===== config.mk =====
export PLATFORM = sky130hd
export DESIGN_NAME = rx_page_flags
export DESIGN_NICKNAME = d
export VERILOG_FILES = /design/src/rtl/rxf_pkg.sv /design/src/rtl/rxf_ctrl.sv /design/src/rtl/rxf_datapath.sv /design/src/rtl/rx_page_flags.sv
export SDC_FILE = /design/constraint.sdc
export NUM_CORES = 1
export LEC_CHECK = 0
export BUFFER_PORTS_ARGS = -buffer_cell sky130_fd_sc_hd__buf_2
export CORE_UTILIZATION = 39
export CTS_CLUSTER_SIZE = 10
export DETAILED_ROUTE_END_ITERATION = 8
export PLACE_DENSITY = 0.83
export REMOVE_ABC_BUFFERS = 1
export SETUP_SLACK_MARGIN = 0.05
export SLEW_MARGIN = 25
export SYNTH_ARGS = -nofsm -noshare
export SYNTH_HDL_FRONTEND = slang
export SYNTH_SLANG_ARGS = --single-unit

===== constraint.sdc =====
create_clock -name clk -period 1.5 [get_ports clk]
set_clock_uncertainty 0.2 [all_clocks]
set_input_delay 0.3 -clock clk [delete_from_list [all_inputs] [get_ports clk]]
set_output_delay 0.3 -clock clk [all_outputs]
set_load 0.02 [all_outputs]

===== src/rtl/rxf_pkg.sv =====
package rxf_pkg;
  localparam int REG_W    = 16;
  localparam int NUM_REGS = 2;
  localparam int PAGES    = REG_W * NUM_REGS;
  localparam int ADDR_W   = (NUM_REGS > 1) ? $clog2(NUM_REGS) : 1;

  typedef struct packed {
    logic                forceAll;   // inhibit released: set every flag
    logic                remoteClr;  // remote mode: clear every flag
    logic                autoClr;    // free mode: last-byte readout clears
    logic [NUM_REGS-1:0] hostClrSel; // free mode: register being W1C-written
  } ctrlStrobes_t;
endpackage


===== src/rtl/rxf_ctrl.sv =====
module rxf_ctrl
  import rxf_pkg::*;
#(
  parameter int                CMD_W    = 8,
  parameter logic [CMD_W-1:0]  CLR_CODE = 8'h0A
) (
  input  logic              clk,
  input  logic              rstN,
  input  logic              modeRemote,
  input  logic              rxInhibit,
  input  logic              autoClrN,
  input  logic              monOk,
  input  logic              cmdWrEn,
  input  logic [CMD_W-1:0]  cmdWrData,
  input  logic [ADDR_W-1:0] hostAddr,
  input  logic              hostWrEn,
  output ctrlStrobes_t      strobes
);

  logic prevInhibit;
  logic clrCmdHit;

  always_ff @(posedge clk or negedge rstN) begin
    if (!rstN) prevInhibit <= 1'b0;
    else       prevInhibit <= rxInhibit;
  end

  assign clrCmdHit = cmdWrEn && (cmdWrData == CLR_CODE);

  always_comb begin
    strobes.forceAll  = prevInhibit & ~rxInhibit;
    strobes.remoteClr = modeRemote & (clrCmdHit | monOk);
    strobes.autoClr   = ~modeRemote & ~autoClrN;
  end

  for (genvar r = 0; r < NUM_REGS; r++) begin : g_sel
    assign strobes.hostClrSel[r] = ~modeRemote & hostWrEn & (hostAddr == ADDR_W'(r));
  end


  release_pulse_chk: assert property (@(posedge clk) disable iff (!rstN)
    strobes.forceAll |=> !strobes.forceAll);

endmodule


===== src/rtl/rxf_datapath.sv =====
module rxf_datapath
  import rxf_pkg::*;
(
  input  logic              clk,
  input  logic              rstN,
  input  ctrlStrobes_t      strobes,
  input  logic [PAGES-1:0]  rxDone,
  input  logic [PAGES-1:0]  lastRead,
  input  logic [ADDR_W-1:0] hostAddr,
  input  logic [REG_W-1:0]  hostWrData,
  output logic [REG_W-1:0]  hostRdData,
  output logic              anySet
);

  logic [PAGES-1:0] flagQ;
  logic [PAGES-1:0] flagNext;
  logic [PAGES-1:0] hostClrVec;
  logic [PAGES-1:0] clrVec;
  logic             unusedBits;

  for (genvar r = 0; r < NUM_REGS; r++) begin : g_hostclr
    assign hostClrVec[r*REG_W +: REG_W] = strobes.hostClrSel[r] ? hostWrData : '0;
  end

  assign clrVec = hostClrVec
                | (strobes.autoClr ? lastRead : '0)
                | {PAGES{strobes.remoteClr}};

  for (genvar p = 0; p < PAGES; p++) begin : g_page
    if (p == 0) begin : g_none
      assign flagNext[p] = 1'b0;
    end else begin : g_flag
      // set sources dominate every clear source
      assign flagNext[p] = strobes.forceAll | rxDone[p] | (flagQ[p] & ~clrVec[p]);
    end
  end

  assign unusedBits = ^{rxDone[0], lastRead[0], clrVec[0]};

  always_ff @(posedge clk or negedge rstN) begin
    if (!rstN) begin
      flagQ  <= '0;
      anySet <= 1'b0;
    end else begin
      flagQ  <= flagNext;
      anySet <= |flagQ;
    end
  end

  assign hostRdData = flagQ[int'(hostAddr)*REG_W +: REG_W];


  inhibit_release_chk: assert property (@(posedge clk) disable iff (!rstN)
    strobes.forceAll |=> (flagQ[PAGES-1:1] == '1));


  set_wins_chk: assert property (@(posedge clk) disable iff (!rstN)
    (rxDone[PAGES-1:1] != '0) |=>
      ((flagQ[PAGES-1:1] & $past(rxDone[PAGES-1:1])) == $past(rxDone[PAGES-1:1])));


  remote_clear_chk: assert property (@(posedge clk) disable iff (!rstN)
    (strobes.remoteClr && !strobes.forceAll && rxDone[PAGES-1:1] == '0) |=> (flagQ == '0));


  any_set_chk: assert property (@(posedge clk) disable iff (!rstN)
    1'b1 |=> (anySet == $past(|flagQ)));


  no_spurious_clear_chk: assert property (@(posedge clk) disable iff (!rstN)
    (clrVec[PAGES-1:1] == '0) |=> (($past(flagQ) & ~flagQ) == '0));


  page_zero_chk: assert property (@(posedge clk) disable iff (!rstN)
    (hostAddr == '0) |-> (hostRdData[0] == 1'b0));

endmodule


===== src/rtl/rx_page_flags.sv =====
module rx_page_flags
  import rxf_pkg::*;
#(
  parameter int               CMD_W    = 8,
  parameter logic [CMD_W-1:0] CLR_CODE = 8'h0A
) (
  input  logic              clk,
  input  logic              rstN,
  input  logic              modeRemote,
  input  logic              rxInhibit,
  input  logic              autoClrN,
  input  logic [PAGES-1:0]  rxDone,
  input  logic [PAGES-1:0]  lastRead,
  input  logic              monOk,
  input  logic              cmdWrEn,
  input  logic [CMD_W-1:0]  cmdWrData,
  input  logic [ADDR_W-1:0] hostAddr,
  input  logic              hostWrEn,
  input  logic [REG_W-1:0]  hostWrData,
  output logic [REG_W-1:0]  hostRdData,
  output logic              anySet
);

  ctrlStrobes_t strobes;

  rxf_ctrl #(
    .CMD_W    (CMD_W),
    .CLR_CODE (CLR_CODE)
  ) i_ctrl (
    .clk        (clk),
    .rstN       (rstN),
    .modeRemote (modeRemote),
    .rxInhibit  (rxInhibit),
    .autoClrN   (autoClrN),
    .monOk      (monOk),
    .cmdWrEn    (cmdWrEn),
    .cmdWrData  (cmdWrData),
    .hostAddr   (hostAddr),
    .hostWrEn   (hostWrEn),
    .strobes    (strobes)
  );

  rxf_datapath i_datapath (
    .clk        (clk),
    .rstN       (rstN),
    .strobes    (strobes),
    .rxDone     (rxDone),
    .lastRead   (lastRead),
    .hostAddr   (hostAddr),
    .hostWrData (hostWrData),
    .hostRdData (hostRdData),
    .anySet     (anySet)
  );

endmodule


After elaboration in Yosys (flattened, before gate mapping)
Index checks and enable logic that the tools add are counted.
W data, S select, Z words.

operators by class
  shift operators = 1
  muxes and demuxes = 3
  reduce and logical (&&, ||, !) cells = 2
  bitwise gates (word level) = 137
  eq/ne operators = 1

operators with widths
  kind                  number
  $or A32 B32 Y32       2
  $or A1 B1 Y1          63
  $and A1 B1 Y1         37
  $not A1 Y1            35
  $mux W16              2
  $mux W32              1
  $shiftx A32 B6 Y16    1
  $reduce_or A31 Y1     1
  $eq A8 B4 Y1 const B  1
  $logic_and A1 B1 Y1   1

word-level totals
  output and inout port bits = 17
  word-level logic and storage cells = 147
  flip-flop bits (word level) = 33
  input bits = 97

Longest topological paths before layout
  depth in word-level cells = 9
  mapped depth = 5
  depth with buffers taken out = 3

Cells and area by module
A second synthesis with hierarchy kept.

unflattened totals
  cell total of the unflattened synthesis = 144
  area total of the unflattened synthesis = 1762.9 um2

by module, submodules not included
  module        sequential area each (um2)  cells an instance  area each (um2)  instances
  rxf_datapath  800.8                       135                1666.6           1
  rxf_ctrl      25.0                        9                  96.3             1

Least setup slack after synthesis
OpenSTA, ideal clock, no wires.

  path type = input -> register
  start point = input cmdWrData[0]
  end point = register i_datapath.flagQ[10]
  stages = 4
  buffers on the path = 1
  setup time = 0.124 ns
  arrival time = 1.182 ns
  data required time = 1.176 ns
  slack = -0.006 ns
  cells stage by stage = nor4bb_1 a32oi_1 buf_6 a211o_1

on the way
  longest elaborated chain between the ends = 8

ends and longest elaborated chain
  what                         RTL line             RTL
  from (decl)                  rx_page_flags.sv:16  input logic [CMD_W-1:0] cmdWrData,
  $eq A8 B4 Y1                 rxf_ctrl.sv:28       assign clrCmdHit = cmdWrEn && (cmdWrData == CLR_CODE);
  $logic_and A1 B1 Y1          rxf_ctrl.sv:28
  $or A1 B1 Y1                 rxf_ctrl.sv:32       strobes.remoteClr = modeRemote & (clrCmdHit | monOk);
  $and A1 B1 Y1                rxf_ctrl.sv:32
  $or A32 B32 Y32              rxf_datapath.sv:27   | {PAGES{strobes.remoteClr}};
  $not A1 Y1                   rxf_datapath.sv:34   assign flagNext[p] = strobes.forceAll | rxDone[p] | (flagQ[p] & ~clrVec[p]);
  $and A1 B1 Y1                rxf_datapath.sv:34
  $or A1 B1 Y1                 rxf_datapath.sv:34
  net i_datapath.flagNext[10]  rxf_datapath.sv:16   logic [PAGES-1:0] flagNext;
  to (signal assigned)         rxf_datapath.sv:45   flagQ <= flagNext;
  to (decl)                    rxf_datapath.sv:15   logic [PAGES-1:0] flagQ;

The timed path passes the listed nets, and every way through them passes these cells.

Worst setup path after layout
  start point = register i_datapath.flagQ[26]
  end point = output hostRdData[10]

on the way
  longest elaborated chain between the ends = 1

ends and longest elaborated chain
  what                RTL line             RTL
  $shiftx A32 B6 Y16  rxf_datapath.sv:50   assign hostRdData = flagQ[int'(hostAddr)*REG_W +: REG_W];
  to (decl)           rx_page_flags.sv:20  output logic [REG_W-1:0] hostRdData,

Every way passes these cells.

==> out/metrics.csv <==
stage,metric,value,unit
run_status,status,"complete, but fails checks",
run_status,violations,negative setup slack,
die,start_util,40.79,%
sta,fmax,0.6449,GHz
placement,pre_cts_ws,-0.2785,ns
sta,worstMarginPinSlew,0.4391,ns
worst_setup_path,cp.arrival,1.05,ns
cts,clk_path_buf_depth,2,
yosys,syn_inst,190,
final_layout,diodes,0,
worst_setup_path,end_kind,primary output,
power,p_per_area,772.9,mW/mm²
sta,setup_slack,-0.05072,ns
die,num_io_pins,114,
min_path,hold_depth,2,
global_routing,first_global_vias,2015,
yosys,yosysSeqAreaShare,42.86,%
power,vdd_drop_max,0.0005113,V
drt,drt_iter0_markers,69,
cts,clkTransAtPathRegs,0.06,ns
cts,cts_buffers,5,
final_layout,drive_above_1_share,57.01,%
cts,cts.root.buffer_cell,clkbuf_8,
worst_setup_path,path_class,reg2out,
sta,min_period,1.551,ns
sta,setup_viol_count_final,3,
placement,port_buffers,111,
placement,dp_hpwl,4125,µm
sta,maxSlewHeadroom,70.72,%
yosys,synth_cell_types,22,
yosys,synthAdderAreaFrac,0,%
global_routing,grt_max_degree,32,
yosys,synthXorXnorAreaFrac,0,%
die,rows,25,
sta,rsz0062_at_grt,yes,
yosys,ys_ff_latch,33,
drt,via_per_inst,5.463,
run,max_cap_violations,0,
yosys,synth_top_area_cell,dfrtp_1,
final_layout,layout_commonest_cell,buf_2,
placement,globalplace.congestion,0.7892,
final_layout,num-fill-cells,397,
cts,h-tree-depth,2,
yosys,yosys.area_share.simple,10.26,%
drt,wl_per_cell,16.21,µm
die,dieArea,0.005226,mm²
yosys,synth_top_family_by_area,compound AO/OA/AOI/OAI gates,
die,core_area,0.004723,mm²
drt,vias,2158,
yosys,synthTopCellsByArea,"dfrtp_1 43%, a211o_1 14%, a221oi_1 9.5%, a221oi_2 7.8%, inv_1 6.0%",
yosys,synth.mux.area_fraction,0,%
global_routing,gr-total-overflow,0,
global_routing,grt_util_all_layers,24.01,%
worst_setup_path,start_kind,flip-flop,
worst_setup_path,worst_r2r_path_depth,3,
sta,min_period_over_period,103.4,%
drt,routed_wl,6404,µm
global_routing,antenna_found_initial,0,
yosys,synth_top_area_share,42.86,%
cts,cts_tree,yes,
die,die_h,72.29,µm
cts,clock_latency,0.28,ns
yosys,avgSynthCellArea,10.14,µm²
sta,timing.final.hold_violations,0,
yosys,syn_area,0.001927,mm²
drt,drc,0,
drt,drtAntennaViolNets,0,
worst_setup_path,required,1.00,ns
power,power_leakage,0.001586,µW
power,p_total,2415,µW
yosys,yosys_warnings,0,
worst_setup_path,critPathMaxFanout,2,
final_layout,layout_common_cells,"94 x buf_2, 33 x dfrtp_1, 31 x a211o_1",
drt,firstDrtPassIters,4,
die,fp.dieW,72.29,µm
final_layout,nets,425,
global_routing,grt_pass1_wl,9501,µm
yosys,synth_compound_gate_area_share,35.78,%
min_path,hp-class,in2reg,
final_layout,syn_to_final_growth,62.14,%
sta,slew_violations,0,
cts,clock-sinks,33,
## layer usage
layer / global-route usage (%) / vias to the layer above / wire length, µm
met5: 0 / - / 0
met4: 6.972 / 0 / 112
met3: 5.556 / 11 / 422
met2: 40.81 / 95 / 3230
met1: 30.58 / 1044 / 2638
li1: - / 1008 / -
## final timing paths
check,startpoint,end,slack [ns]
worst max register to register,i_datapath.flagQ[9]$_DFF_PN0_,i_datapath.anySet$_DFF_PN0_,-0.02
worst min-delay path,rxDone[19],i_datapath.flagQ[19]$_DFF_PN0_,0.006
min in group asynchronous,rstN,i_datapath.flagQ[22]$_DFF_PN0_,0.30
max in group asynchronous,rstN,i_datapath.flagQ[17]$_DFF_PN0_,0.36
worst min register to register,i_datapath.flagQ[10]$_DFF_PN0_,i_datapath.anySet$_DFF_PN0_,0.32
worst max-delay path,i_datapath.flagQ[26]$_DFF_PN0_,hostRdData[10],-0.05
## critical path, cell delays in order (launching register included)
cell and delay, ns:
dfrtp_1 0.39, buf_6 0.12, nand2_2 0.05, o21ai_1 0.05, buf_4 0.15
## state kept, by name (all words and copies together), names as in the netlist
register            count
i_datapath.anySet       1
i_ctrl.prevInhibit      1
i_datapath.flagQ       31
## synth_stat cells
cell and number:
dfrtp_1 33, a211o_1 31, inv_1 31, a221oi_1 21, nand2_1 15, o21ai_1 15
a221oi_2 10, clkbuf_1 7, nor4_1 7, buf_6 5, buf_2 3, nor2b_1 2
a32oi_1 1, and2_1 1, and3b_1 1, and4_1 1, nand4_1 1, nor2_1 1
nor3b_4 1, nor4b_2 1, nor4bb_1 1, or4_1 1
## area by class of cell
class / count / area, µm² / share of cell area, %
Timing Repair Buffer: 146 / 1016 / 32.52
Multi-Input combinational cell: 111 / 996.0 / 31.88
Sequential cell: 33 / 825.8 / 26.43
Inverter: 31 / 116.4 / 3.724
Clock buffer: 7 / 86.33 / 2.763
Tap cell: 67 / 83.83 / 2.683
## cell families after synthesis
family / count (synthesis)
compound gates: 78
buf+inv: 46
simple gates: 33
flops: 33
## metrics by stage
| step | TNS (ns) | util, % | cells | cell area, µm² | hold WS (ns) |
|---|---|---|---|---|---|
| after detailed placement | -8.161 | 55.92 | 366 | 2641 | 0.06576 |
| after global routing | -0.5344 | 66.15 | 395 | 3124 | 0.0006282 |
| final | -0.09956 | 66.15 | 395 | 3124 | 0.006410 |
| after floorplan | -26.83 | - | 175 | 1829 | -0.1956 |
| after global placement | -6.037 | 55.92 | 366 | 2641 | 0.04750 |
| after CTS | -0.1453 | 61.38 | 385 | 2899 | 0.0003331 |
## repair_timing
item,4_1_cts,5_1_grt
endpoints found under the setup margin,45,47
hold endpoints to repair,19,3
gates resized for setup,24,39
cloned,0,1
pin swaps,0,9
hold buffers,4,3
setup buffers,8,6
## power breakdown
part	internal (µW)	leakage [µW]	total, µW	switching, µW
clock network	363	0.0000443	658	294
logic	397	0.00121	756	358
registers	955	0.000328	1000	46.4
Note: power is estimated with default switching activity, not from simulation.
